[config.mk]
export PLATFORM = sky130hd
export DESIGN_NAME = hsw_fault_supervisor
export DESIGN_NICKNAME = d
export VERILOG_FILES = /design/src/rtl/hsw_pkg.sv /design/src/rtl/hsw_sample_timer.sv /design/src/rtl/hsw_ilim_accum.sv /design/src/rtl/hsw_oload_filter.sv /design/src/rtl/hsw_fault_supervisor.sv
export SDC_FILE = /design/constraint.sdc
export NUM_CORES = 1
export LEC_CHECK = 0
export ABC_AREA = 1
export BUFFER_PORTS_ARGS = -buffer_cell sky130_fd_sc_hd__buf_2
export CORE_MARGIN = 4
export CORE_UTILIZATION = 59
export CTS_CLUSTER_SIZE = 20
export DETAILED_ROUTE_END_ITERATION = 8
export GPL_TIMING_DRIVEN = 1
export PLACE_DENSITY = 0.79
export SYNTH_ARGS = -nofsm -noshare
export SYNTH_HDL_FRONTEND = slang
export SYNTH_SLANG_ARGS = --single-unit
[constraint.sdc]
create_clock -name clk -period 2.62 [get_ports clk]
set_clock_uncertainty 0.2 [all_clocks]
set_input_delay 0.655 -clock clk [delete_from_list [all_inputs] [get_ports clk]]
set_output_delay 0.655 -clock clk [all_outputs]
set_load 0.05 [all_outputs]
[src/rtl/hsw_pkg.sv]
package hsw_pkg;
  // Accumulator operation chosen at a sample point
  typedef enum logic [1:0] {
    ACC_HOLD = 2'd0,
    ACC_UP   = 2'd1,
    ACC_DOWN = 2'd2
  } acc_op_e;

  // Fault status pair as seen at the block's outputs
  typedef struct packed {
    logic ilim_trip;
    logic oload;
  } hsw_status_t;
endpackage

[src/rtl/hsw_sample_timer.sv]
module hsw_sample_timer #(
  parameter int SAMPLE_TICKS = 100
) (
  input  logic clk,
  input  logic rst,
  input  logic tick,
  output logic sample_stb
);
  localparam int CW = (SAMPLE_TICKS > 1) ? $clog2(SAMPLE_TICKS) : 1;
  localparam logic [CW-1:0] LAST = CW'(SAMPLE_TICKS - 1);

  logic [CW-1:0] cnt_q;

  assign sample_stb = tick && (cnt_q == LAST);

  always_ff @(posedge clk) begin
    if (rst) begin
      cnt_q <= '0;
    end else if (tick) begin
      if (cnt_q == LAST) cnt_q <= '0;
      else               cnt_q <= cnt_q + 1'b1;
    end
  end
endmodule

[src/rtl/hsw_ilim_accum.sv]
module hsw_ilim_accum
  import hsw_pkg::*;
#(
  parameter int LIMIT_SAMPLES = 50
) (
  input  logic clk,
  input  logic rst,
  input  logic sample_stb,
  input  logic ilim_flag,
  input  logic clr,
  output logic trip_q,
  output logic trip_nxt
);
  localparam int AW = $clog2(LIMIT_SAMPLES + 1);
  localparam logic [AW-1:0] TOP = AW'(LIMIT_SAMPLES - 1);

  logic [AW-1:0] acc_q;
  acc_op_e       op;
  logic          reach;

  always_comb begin
    op = ACC_HOLD;
    if (sample_stb && !trip_q) begin
      if (ilim_flag)          op = ACC_UP;
      else if (acc_q != '0)   op = ACC_DOWN;
    end
  end

  assign reach    = (op == ACC_UP) && (acc_q == TOP);
  assign trip_nxt = !clr && (trip_q || reach);

  always_ff @(posedge clk) begin
    if (rst || clr) begin
      acc_q  <= '0;
      trip_q <= 1'b0;
    end else begin
      trip_q <= trip_nxt;
      case (op)
        ACC_UP:   acc_q <= acc_q + 1'b1;
        ACC_DOWN: acc_q <= acc_q - 1'b1;
        default:  acc_q <= acc_q;
      endcase
    end
  end
endmodule

[src/rtl/hsw_oload_filter.sv]
module hsw_oload_filter #(
  parameter int SETTLE_TICKS = 30,
  parameter int BLANK_TICKS  = 100
) (
  input  logic clk,
  input  logic rst,
  input  logic tick,
  input  logic pwm_in,
  input  logic oload_flag,
  input  logic clr,
  output logic oload_q
);
  localparam int SW = $clog2(SETTLE_TICKS + 1);
  localparam int BW = (BLANK_TICKS > 1) ? $clog2(BLANK_TICKS) : 1;
  localparam logic [SW-1:0] SETTLE_LOAD = SW'(SETTLE_TICKS);
  localparam logic [BW-1:0] BLANK_LAST  = BW'(BLANK_TICKS - 1);

  logic          pwm_q;
  logic [SW-1:0] settle_q;
  logic [BW-1:0] blank_q;
  logic          rise, qualify;

  assign rise    = pwm_in && !pwm_q;
  assign qualify = pwm_in && !rise && (settle_q == '0) && oload_flag;

  always_ff @(posedge clk) begin
    if (rst) begin
      pwm_q    <= 1'b0;
      settle_q <= '0;
    end else begin
      pwm_q <= pwm_in;
      if (rise)                         settle_q <= SETTLE_LOAD;
      else if (tick && settle_q != '0)  settle_q <= settle_q - 1'b1;
    end
  end

  always_ff @(posedge clk) begin
    if (rst || clr) begin
      blank_q <= '0;
      oload_q <= 1'b0;
    end else if (!qualify) begin
      blank_q <= '0;
    end else if (tick) begin
      if (blank_q == BLANK_LAST) oload_q <= 1'b1;
      else                       blank_q <= blank_q + 1'b1;
    end
  end
endmodule

[src/rtl/hsw_fault_supervisor.sv]
module hsw_fault_supervisor
  import hsw_pkg::*;
#(
  parameter int SAMPLE_TICKS  = 100,
  parameter int LIMIT_SAMPLES = 50,
  parameter int BLANK_TICKS   = 100,
  parameter int SETTLE_TICKS  = 30
) (
  input  logic clk,
  input  logic rst,
  input  logic tick_us,
  input  logic pwm_in,
  input  logic ilim_flag,
  input  logic oload_flag,
  input  logic fault_clr,
  output logic gate_en,
  output logic ilim_shutdown,
  output logic open_load
);
  logic        sample_stb;
  logic        trip_q, trip_nxt, oload_q;
  hsw_status_t status;

  hsw_sample_timer #(.SAMPLE_TICKS(SAMPLE_TICKS)) u_timer (
    .clk(clk), .rst(rst), .tick(tick_us), .sample_stb(sample_stb)
  );

  hsw_ilim_accum #(.LIMIT_SAMPLES(LIMIT_SAMPLES)) u_accum (
    .clk(clk), .rst(rst), .sample_stb(sample_stb), .ilim_flag(ilim_flag),
    .clr(fault_clr), .trip_q(trip_q), .trip_nxt(trip_nxt)
  );

  hsw_oload_filter #(.SETTLE_TICKS(SETTLE_TICKS), .BLANK_TICKS(BLANK_TICKS)) u_oload (
    .clk(clk), .rst(rst), .tick(tick_us), .pwm_in(pwm_in),
    .oload_flag(oload_flag), .clr(fault_clr), .oload_q(oload_q)
  );

  always_ff @(posedge clk) begin
    if (rst) gate_en <= 1'b0;
    else     gate_en <= pwm_in && !trip_nxt;
  end

  assign status.ilim_trip = trip_q;
  assign status.oload     = oload_q;
  assign ilim_shutdown    = status.ilim_trip;
  assign open_load        = status.oload;
endmodule

==> run metrics, run 1 <==
min Tclk post-route=2410 ps; Final Hold Violating Endpoints=0; fin nets=245; post-synthesis sequential area ratio=36.8%; Pleak=0.712 nW; DP Cell Count=253; Skew-Pair Late Insertion Delay=330 ps; CTS HTree Levels=2; CP arrival=2480 ps; worst slew pin tran=343 ps; CP endpoint kind=flop; CTS Buf Count=5; Synth Area per Inst=7.40 sq um; Post-Syn Area=1580 sq um; fin. max-slew vios=0; hold crit path type=reg -> reg; Yosys cell types=27; Crit Path Class=reg -> reg; Mapped Cells=213; area leader, netlist=dfxtp_1; Seq cells post-synth=29; routed wire length=3130 um; die height=59.7 um; Inserted Diodes=0; Maximum Capacitance Violations=0; Main synth FF type=dfxtp_1; Routed wire per std cell=12.0 um; Die Wd=59.7 um; first-pass GRT wire length=5360 um; unrepaired setup endpoints after global routing=no; Congestion Overflow GR=0; Final HPWL DP=2390 um; clk buf depth=2; setup ws final=209 ps; routed vias/inst=5.38; relative max-transition margin=76.9%; Synth area leaders=dfxtp_1 (37%), inv_1 (8.1%), nor2_1 (7.9%); Final Non-Filler Cells=261; GRT Overall Usage=20.2%; status=finished, final reports clean; most instantiated cells after synthesis=inv_1 (34), nor2_1 (33), dfxtp_1 (29); PwrDens=486 nW/um^2; Residual DRC=0; core footprint=2520 sq um; Period Utilization, post-route=92.0%; syn_nets=228; FILL cells=218; top-count cell post-synth=inv_1; post-synth top area share=36.8%; Peak Freq=415 MHz; Syn. warnings=0; CP Launch Type=flop; Rows=18; Final Util=69.2%; clock tree root driver cell=clkbuf_4; Layout area overhead=10.8%; number of antenna violations at the first check in global routing=0; CTS clk-pin slew, worst paths=100 ps; GPL Wtd Cong=0.896; asr flop ratio synth=0%; layout cells sized above 1=13.4%; PortBufs=9; final setup fails=0; Peak supply drop=0.430 mV; Setup WS pre-CTS=-30.0 ps; Iteration-0 DRC Markers=120; number of flops mapped to enable cells by yosys=0; largest net degree at the start of global routing=10; Ports=10; DR pass1 iterations=4; via count=1403; Die Footprint=3560 sq um; CTS tree=yes; Pwr Total=849 uW; critical path required time=2690 ps; CTS Sinks=29; vias in the first global route=1287; Initial Util=62.5%; worst-path fanout max=5; DRT antenna net count=0
[cells by family after synthesis]
| group | share of synthesized area, % |
|---|---|
| buffers and inverters | 8.89 |
| AOI/OAI and AO/OA | 15.6 |
| DFF | 36.8 |
| xor gates and xnor gates | 2.78 |
| adders and majority gates | 6.83 |
| and+or+nand+nor | 29.1 |
[worst paths after layout]
check,cells after the start,startpoint,slack (ps),endpoint
max,15,u_timer.cnt_q[1]$_SDFFE_PP0P_,210,u_accum.acc_q[5]$_SDFFE_PP0P_
min,2,u_oload.blank_q[6]$_SDFFE_PP0P_,280,u_oload.blank_q[6]$_SDFFE_PP0P_
max reg2reg,15,u_timer.cnt_q[1]$_SDFFE_PP0P_,210,u_accum.acc_q[5]$_SDFFE_PP0P_
min reg2reg,2,u_oload.blank_q[6]$_SDFFE_PP0P_,280,u_oload.blank_q[6]$_SDFFE_PP0P_
[worst max-delay path, cell delays in order (launching register included)]
cell	delay [ps]
dfxtp_1	370
ha_1	180
inv_1	80
nor3_4	130
nand4_1	160
nor2_4	170
ha_1	300
nand2_1	110
inv_1	60
nand2_1	80
nand3_1	110
nand2_1	120
nand2_2	60
nor2_2	80
nor2_1	40
nor2_1	120
[stage by stage]
step                hold WS [ps]  instance area, sq um  setup TNS, ps
floorplan                    239                  1580              0
global placement             247                  1670              0
detailed placement           265                  1670          -30.0
CTS                          286                  1740              0
global route                 322                  1750              0
finish                       281                  1750              0
[timing repair]
action | CTS | global route
gates resized for setup | 0 | 2
buffers inserted | 0 | 0
setup endpoints to repair | 0 | 1
hold buffers | 0 | 0
[routing by layer]
| layer | GRT usage (%) | wire length (um) | vias up |
|---|---|---|---|
| met3 | 5.83 | 89 | 6 |
| met4 | 7.59 | 42 | 0 |
| met1 | 23.6 | 1410 | 649 |
| met2 | 34.6 | 1590 | 18 |
| li1 | - | - | 730 |
| met5 | 0 | 0 | - |
[sequential cells by signal, indices dropped and copies added (netlist names)]
| signal | flops |
|---|---|
| gate_en | 1 |
| u_accum.acc_q | 6 |
| u_accum.trip_q | 1 |
| u_oload.blank_q | 7 |
| u_oload.oload_q | 1 |
| u_oload.pwm_q | 1 |
| u_oload.settle_q | 5 |
| u_timer.cnt_q | 7 |
[where the power goes]
part           switching (mW)  total (mW)  internal (mW)
Combinational          0.0516      0.0787         0.0271
Clock                   0.155       0.311          0.155
Sequential            0.00633       0.459          0.453
Total                   0.213       0.849          0.635
[layout by cell type, fill, tap and decap left out, drive strengths merged]
cell     n
xor2     3
nor2    36
nand3   12
inv     34
clkbuf   7
nand2   30
nor3b    2
a211oi   2
dfxtp   29
o31ai    1
ha       7
and3     1
fa       1
o21ai   15
nand4    6
buf     12
o21a     2
nor3     6
xnor2    2
a21oi   22
clkinv   1
[area by class of cell]
class                      count  area, sq um  share of cell area (%)
multi-input combinational    148          863                    49.4
sequential                    29          581                    33.2
inverter                      34          128                    7.31
timing repair buffer          12         67.6                    3.87
clock buffer                   7         65.1                    3.72
tap                           30         37.5                    2.15
clock inverter                 1         5.00                   0.287
No activity file was read; power rests on OpenSTA's default activity.
==> run 2: changes to the inputs <==
Settings changed: ABC_AREA 1 to not set, CORE_UTILIZATION 59 to 58, PLACE_DENSITY 0.79 to 0.78.
==> run 2 against run 1 <==
  * The run now ends with negative setup slack left
  * Clock-buffer cell count decreased by 1
  * Maximum frequency fell by 10%
  * Clock power is 18% lower
  * Combinational power shrank 8.5%
  * Total power shrank 6.6%
  * Critical path type unchanged
  * Critical endpoint unchanged
  * Largest cell class unchanged
  * Largest power group unchanged
==> run metrics, run 2 <==
unrepaired setup endpoints after global routing=yes; FILL cells=168; Peak supply drop=0.475 mV; crit-path leading delay family=simple AND/OR/NAND/NOR gates; hold crit path type=reg -> reg; status=finished, violations left; first-pass GRT wire length=5020 um; Period Utilization, post-route=103%; critical path's slowest cell=or4_4; hold_ws=252 ps; worst slew pin tran=379 ps; CTS HTree Levels=2; routed vias/inst=5.46; Post-Synth Adder-Cell Area=7.50%; Layout area overhead=19.8%; simple logic cell fraction of the synthesized area=23.0%; Mapped Cells=161; Die Footprint=3330 sq um; DR pass1 iterations=4; final setup fails=1; vias in the first global route=1165; Crit path top cell by count=mux2i_1; Main synth FF type=dfxtp_1; worst-path fanout max=4; relative max-transition margin=74.4%; Initial Util=63.0%; Congestion Overflow GR=0; Yosys cell types=37; CTS Sinks=29; Synth Area in XOR/XNOR=9.77%; core footprint=2280 sq um; WP buf/inv=1; Seq cells post-synth=29; Ports=10; main combinational cell family by area after synthesis=simple AND/OR/NAND/NOR gates; asr flop ratio synth=0%; fin. max-slew vios=0; Residual DRC=0; via count=1184; GRT Overall Usage=20.0%; Hold Buf Count CTS=0; CTS Buf Count=5; CTS clk-pin slew, worst paths=90 ps; number of antenna violations at the first check in global routing=0; Regs by FF count=u_oload.blank_q: 7 flops, u_timer.cnt_q: 7 flops, u_accum.acc_q: 6 flops; syn_nets=176; CP endpoint kind=flop; fin nets=203; Crit Path Class=reg -> reg; most instantiated cells after synthesis=dfxtp_1 (29), nor2_1 (23), a21oi_1 (11); Skew-Pair Late Insertion Delay=330 ps; PwrDens=461 nW/um^2; failing checks=negative setup slack; CP arrival=2750 ps; Synth Area per Inst=8.91 sq um; Pwr Total=793 uW; Die Wd=57.7 um; top-count cell post-synth=dfxtp_1; Synth Area in Compound Gates=10.8%; DRT antenna net count=0; layout cells sized above 1=24.3%; mux cell area share after synthesis=4.19%; critical path required time=2680 ps; Post-Syn Area=1430 sq um; CTS tree=yes; post-synth top area share=40.5%; setup ws final=-67.8 ps; Final Hold Violating Endpoints=0; Syn. warnings=0; Final HPWL DP=2100 um; min Tclk post-route=2690 ps; Peak Freq=372 MHz; area leader, netlist=dfxtp_1; clock tree root driver cell=clkbuf_4; routed wire length=2810 um; CP Launch Type=flop; Iteration-0 DRC Markers=16; worst path cell trace=or3_4 > or4_4 > nand3b_1 > inv_2 > ha_2 > a211oi_2 > o21bai_1 > a21oi_2 > mux2i_1 > mux2i_1; Routed wire per std cell=12.9 um; clk buf depth=2; largest net degree at the start of global routing=12; Rows=17; Pleak=0.677 nW; GPL Wtd Cong=0.867; commonest cells after routing, fill and taps aside=dfxtp_1 (28), nor2_1 (23), buf_4 (15); die height=57.7 um; PortBufs=9; post-synthesis sequential area ratio=40.5%; CP peak stage delay=420 ps; number of flops mapped to enable cells by yosys=0; Inserted Diodes=0; Maximum Capacitance Violations=0; commonest non-fill, non-tap cell in the layout=dfxtp_1; Synth area leaders=dfxtp_1 (40%), ha_1 (6.1%), nor2_1 (6.0%)
run 2: cell types whose count changed in the layout (fill, tap and decap cells not counted), sizes merged, moves of 4 or more:
| cell | previous run | this run |
|---|---|---|
| inv | 34 | 9 |
| nand2 | 30 | 7 |
| buf | 12 | 25 |
| nor2 | 36 | 23 |
| a21oi | 22 | 11 |
| nand3 | 12 | 1 |
| o21ai | 15 | 5 |
| xnor2 | 2 | 9 |
| mux2i | 0 | 6 |
| or3 | 0 | 5 |
| xor2 | 3 | 7 |
run 2: area by class of cell:
cell class / instances / area, sq um / share of cell area [%]
Timing Repair Buffer: 25 / 169 / 9.83
Tap cell: 28 / 35.0 / 2.04
Sequential cell: 29 / 582 / 33.9
Inverter: 9 / 33.8 / 1.97
Multi-Input combinational cell: 118 / 847 / 49.3
Clock buffer: 6 / 41.3 / 2.40
Clock inverter: 2 / 10.0 / 0.583
run 2: worst reg2reg max path, stage by stage (launching register included):
cell and delay [ps]:
dfxtp_2 330, or3_4 380, or4_4 420, nand3b_1 140
inv_2 90, ha_2 210, a211oi_2 200, o21bai_1 90
a21oi_2 140, mux2i_1 230, mux2i_1 200
run 2: power breakdown:
group          internal (mW)  total, mW  switching, mW
Combinational         0.0328     0.0720         0.0393
Sequential             0.455      0.466         0.0113
Clock                  0.102      0.255          0.153
Total                  0.589      0.793          0.204
run 2: cells by family (layout without fill, tap and decap cells):
logic type      Yosys count  after routing
simple gates             63             63
flops                    29             29
buf+inv                  14             42
fa+ha+maj                 8              8
compound gates           25             25
mux                       6              6
xor+xnor                 16             16
run 2: final timing paths:
| kind | from | endpoint | slack, ps | cells past startpoint |
|---|---|---|---|---|
| worst max-delay path | u_accum.acc_q[3]$_SDFFE_PP0P_ | u_accum.acc_q[5]$_SDFFE_PP0P_ | -70 | 10 |
| worst min-delay path | u_oload.oload_q$_SDFFE_PP0P_ | u_oload.oload_q$_SDFFE_PP0P_ | 250 | 2 |
| worst max register to register | u_accum.acc_q[3]$_SDFFE_PP0P_ | u_accum.acc_q[5]$_SDFFE_PP0P_ | -70 | 10 |
| worst min register to register | u_oload.oload_q$_SDFFE_PP0P_ | u_oload.oload_q$_SDFFE_PP0P_ | 250 | 2 |
run 2: per-layer routing:
metal  track usage [%]  up-vias  part of all wire, %
met5                 0        -                    0
met4              10.3        0                  2.5
met3              7.80        7                  3.8
met2              33.1       17                   48
met1              22.1      549                   45
li1                  -      611                    -
run 2: timing repair:
action / CTS / global route
buffers inserted: 1 / 0
pin swaps: 4 / 1
endpoints found under the setup margin: 3 / 3
resized for setup: 8 / 1
run 2: metrics by stage:
step / area (sq um) / setup TNS [ps] / cells / worst slack (ps) / utilization [%]
2_1_floorplan: 1450 / -103 / 161 / -103 / -
3_3_place_gp: 1610 / -156 / 208 / -105 / 70.9
3_5_place_dp: 1610 / -281 / 208 / -196 / 70.9
4_1_cts: 1710 / -100 / 217 / -100 / 75.3
5_1_grt: 1720 / -393 / 217 / -216 / 75.5
6_report: 1720 / -67.8 / 217 / -67.8 / 75.5
==> run 3: changes to the inputs <==
Settings changed: RECOVER_POWER set to 100.
==> run 3 against run 2 <==
  * The flow still finishes with violations (negative setup slack)
  * Register-to-register slack hardly changed
  * Clock-buffer cell count stayed put
  * Total power hardly changed
  * Sequential power hardly changed
  * Routed wire length is 0.68% higher
  * First-iteration DRC count is 94% higher
  * Maximum frequency is 0.19% higher
  * Flip-flop and latch count stayed put
  * Non-clock buffer count stayed put
  * Critical endpoint unchanged
  * Largest power group unchanged
==> run metrics, run 3 (same netlist as run 2, synthesis figures left out) <==
status=finished, violations left; failing checks=negative setup slack; commonest cells after routing, fill and taps aside=dfxtp_1 (28), nor2_1 (23), buf_4 (12); relative max-transition margin=60.1%; Setup WS pre-CTS=-196 ps; Layout area overhead=18.5%; setup ws final=-62.6 ps; first-pass GRT wire length=5020 um; largest net degree at the start of global routing=12; Final Hold Violating Endpoints=0; routed wire length=2830 um; Die Footprint=3330 sq um; vias in the first global route=1165; crit-path leading delay family=simple AND/OR/NAND/NOR gates; Crit Path Class=reg -> reg; Iteration-0 DRC Markers=31; met3 Usage GRT=7.80%; routed vias/inst=5.51; Period Utilization, post-route=102%; CTS tree=yes; worst-path fanout max=4; fin. max-slew vios=0; CTS HTree Levels=2; Skew-Pair Late Insertion Delay=340 ps; CTS Buf Count=5; Routed wire per std cell=13.0 um; hold crit path type=reg -> reg; Inserted Diodes=0; DRT antenna net count=0; commonest non-fill, non-tap cell in the layout=dfxtp_1; GRT Overall Usage=20.0%; Regs by FF count=u_oload.blank_q: 7 flops, u_timer.cnt_q: 7 flops, u_accum.acc_q: 6 flops; Ports=10; gr busiest metal=met2; Reg2Reg Setup Slack=-60 ps; hold_ws=269 ps; CP endpoint kind=flop; min Tclk post-route=2680 ps; unrepaired setup endpoints after global routing=yes; GRT met2 Usage=33.1%; CTS clk-pin slew, worst paths=100 ps; worst path cell trace=or3_4 > or4_4 > nand3b_1 > inv_2 > ha_2 > a211oi_2 > o21bai_1 > a21oi_2 > mux2i_1 > mux2i_1; critical path required time=2690 ps; dpl cell area=1610 sq um; Residual DRC=0; Maximum Capacitance Violations=0; via count=1196; Final HPWL DP=2100 um; WP buf/inv=1; PortBufs=9; layout cells sized above 1=19.6%; Rows=17; PwrDens=467 nW/um^2; CP arrival=2750 ps; die height=57.7 um; DR pass1 iterations=4; CTS Sinks=29; fin nets=203; GPL Wtd Cong=0.867; CP Launch Type=flop; clk buf depth=2; worst slew pin tran=602 ps; Pleak=0.647 nW; Hold Buf Count CTS=0; core footprint=2280 sq um; Final Cell Area=1700 sq um; Peak Freq=373 MHz; clock tree root driver cell=clkbuf_4; CP peak stage delay=420 ps; Initial Util=63.0%; Crit path top cell by count=mux2i_1; critical path's slowest cell=or4_4; number of antenna violations at the first check in global routing=0; Die Wd=57.7 um; grt met1 use=22.1%; final setup fails=1; Peak supply drop=0.472 mV; Congestion Overflow GR=0
run 3: cell count changes in the layout (fill, tap and decap cells not counted):
cell      change
or2_1         -1
buf_2         -5
a211oi_1      +1
o21ai_1       -1
a211oi_2      -1
inv_2         -1
o21ai_0       +1
clkbuf_1      +7
buf_4         -3
clkbuf_4      +1
or2_0         +1
clkinv_1      +1
run 3: worst paths after layout:
kind                                  from                       endpoint  depth (start not counted)
max          u_accum.acc_q[3]$_SDFFE_PP0P_  u_accum.acc_q[5]$_SDFFE_PP0P_                         10
max reg2reg  u_accum.acc_q[3]$_SDFFE_PP0P_  u_accum.acc_q[5]$_SDFFE_PP0P_                         10
min           u_oload.oload_q$_SDFFE_PP0P_   u_oload.oload_q$_SDFFE_PP0P_                          2
min reg2reg   u_oload.oload_q$_SDFFE_PP0P_   u_oload.oload_q$_SDFFE_PP0P_                          2
run 3: worst reg2reg max path: cells and delay by family (launching register included):
kind / cells / cell delay [ps]
and+or+nand+nor: 3 / 940
muxes: 2 / 430
AOI/OAI and AO/OA: 3 / 430
DFF: 1 / 330
buffers and inverters: 1 / 90
adders and majority gates: 1 / 210
run 3: final cells by class:
| class | instances | area (sq um) |
|---|---|---|
| Multi-Input combinational cell | 118 | 842 |
| Fill cell | 174 | 577 |
| Sequential cell | 29 | 582 |
| Inverter | 9 | 33.8 |
| Timing Repair Buffer | 25 | 155 |
| Clock buffer | 6 | 41.3 |
| Clock inverter | 2 | 10.0 |
| Tap cell | 28 | 35.0 |
run 3: stage by stage:
stage | power [mW] | utilization [%] | instances | setup TNS [ps]
after global routing | 0.840 | 74.7 | 217 | -393
after floorplan | 0.529 | - | 161 | -103
after CTS | 0.801 | 75.3 | 217 | -100
after detailed placement | 0.548 | 70.9 | 208 | -281
final | 0.793 | 74.7 | 217 | -62.6
after global placement | 0.543 | 70.9 | 208 | -156
run 3: timing repair:
action,in CTS,in global routing
resized for setup,8,1
setup endpoints to repair,3,3
buffers inserted,1,0
pin swaps,4,1
run 3: report_power, final:
group	internal, mW	leakage [nW]	switching [mW]	total, mW
combinational	0.0313	0.379	0.0391	0.0704
sequential	0.455	0.236	0.0115	0.466
clock	0.102	0.0320	0.155	0.256
total	0.588	0.647	0.205	0.793
run 3: layer usage:
| metal | routed length [um] | up-vias | share of wire [%] |
|---|---|---|---|
| met1 | 1260 | 557 | 44 |
| met2 | 1360 | 19 | 48 |
| met3 | 139 | 7 | 4.9 |
| met4 | 71 | 0 | 2.5 |
| met5 | 0 | - | 0 |
| li1 | - | 613 | - |
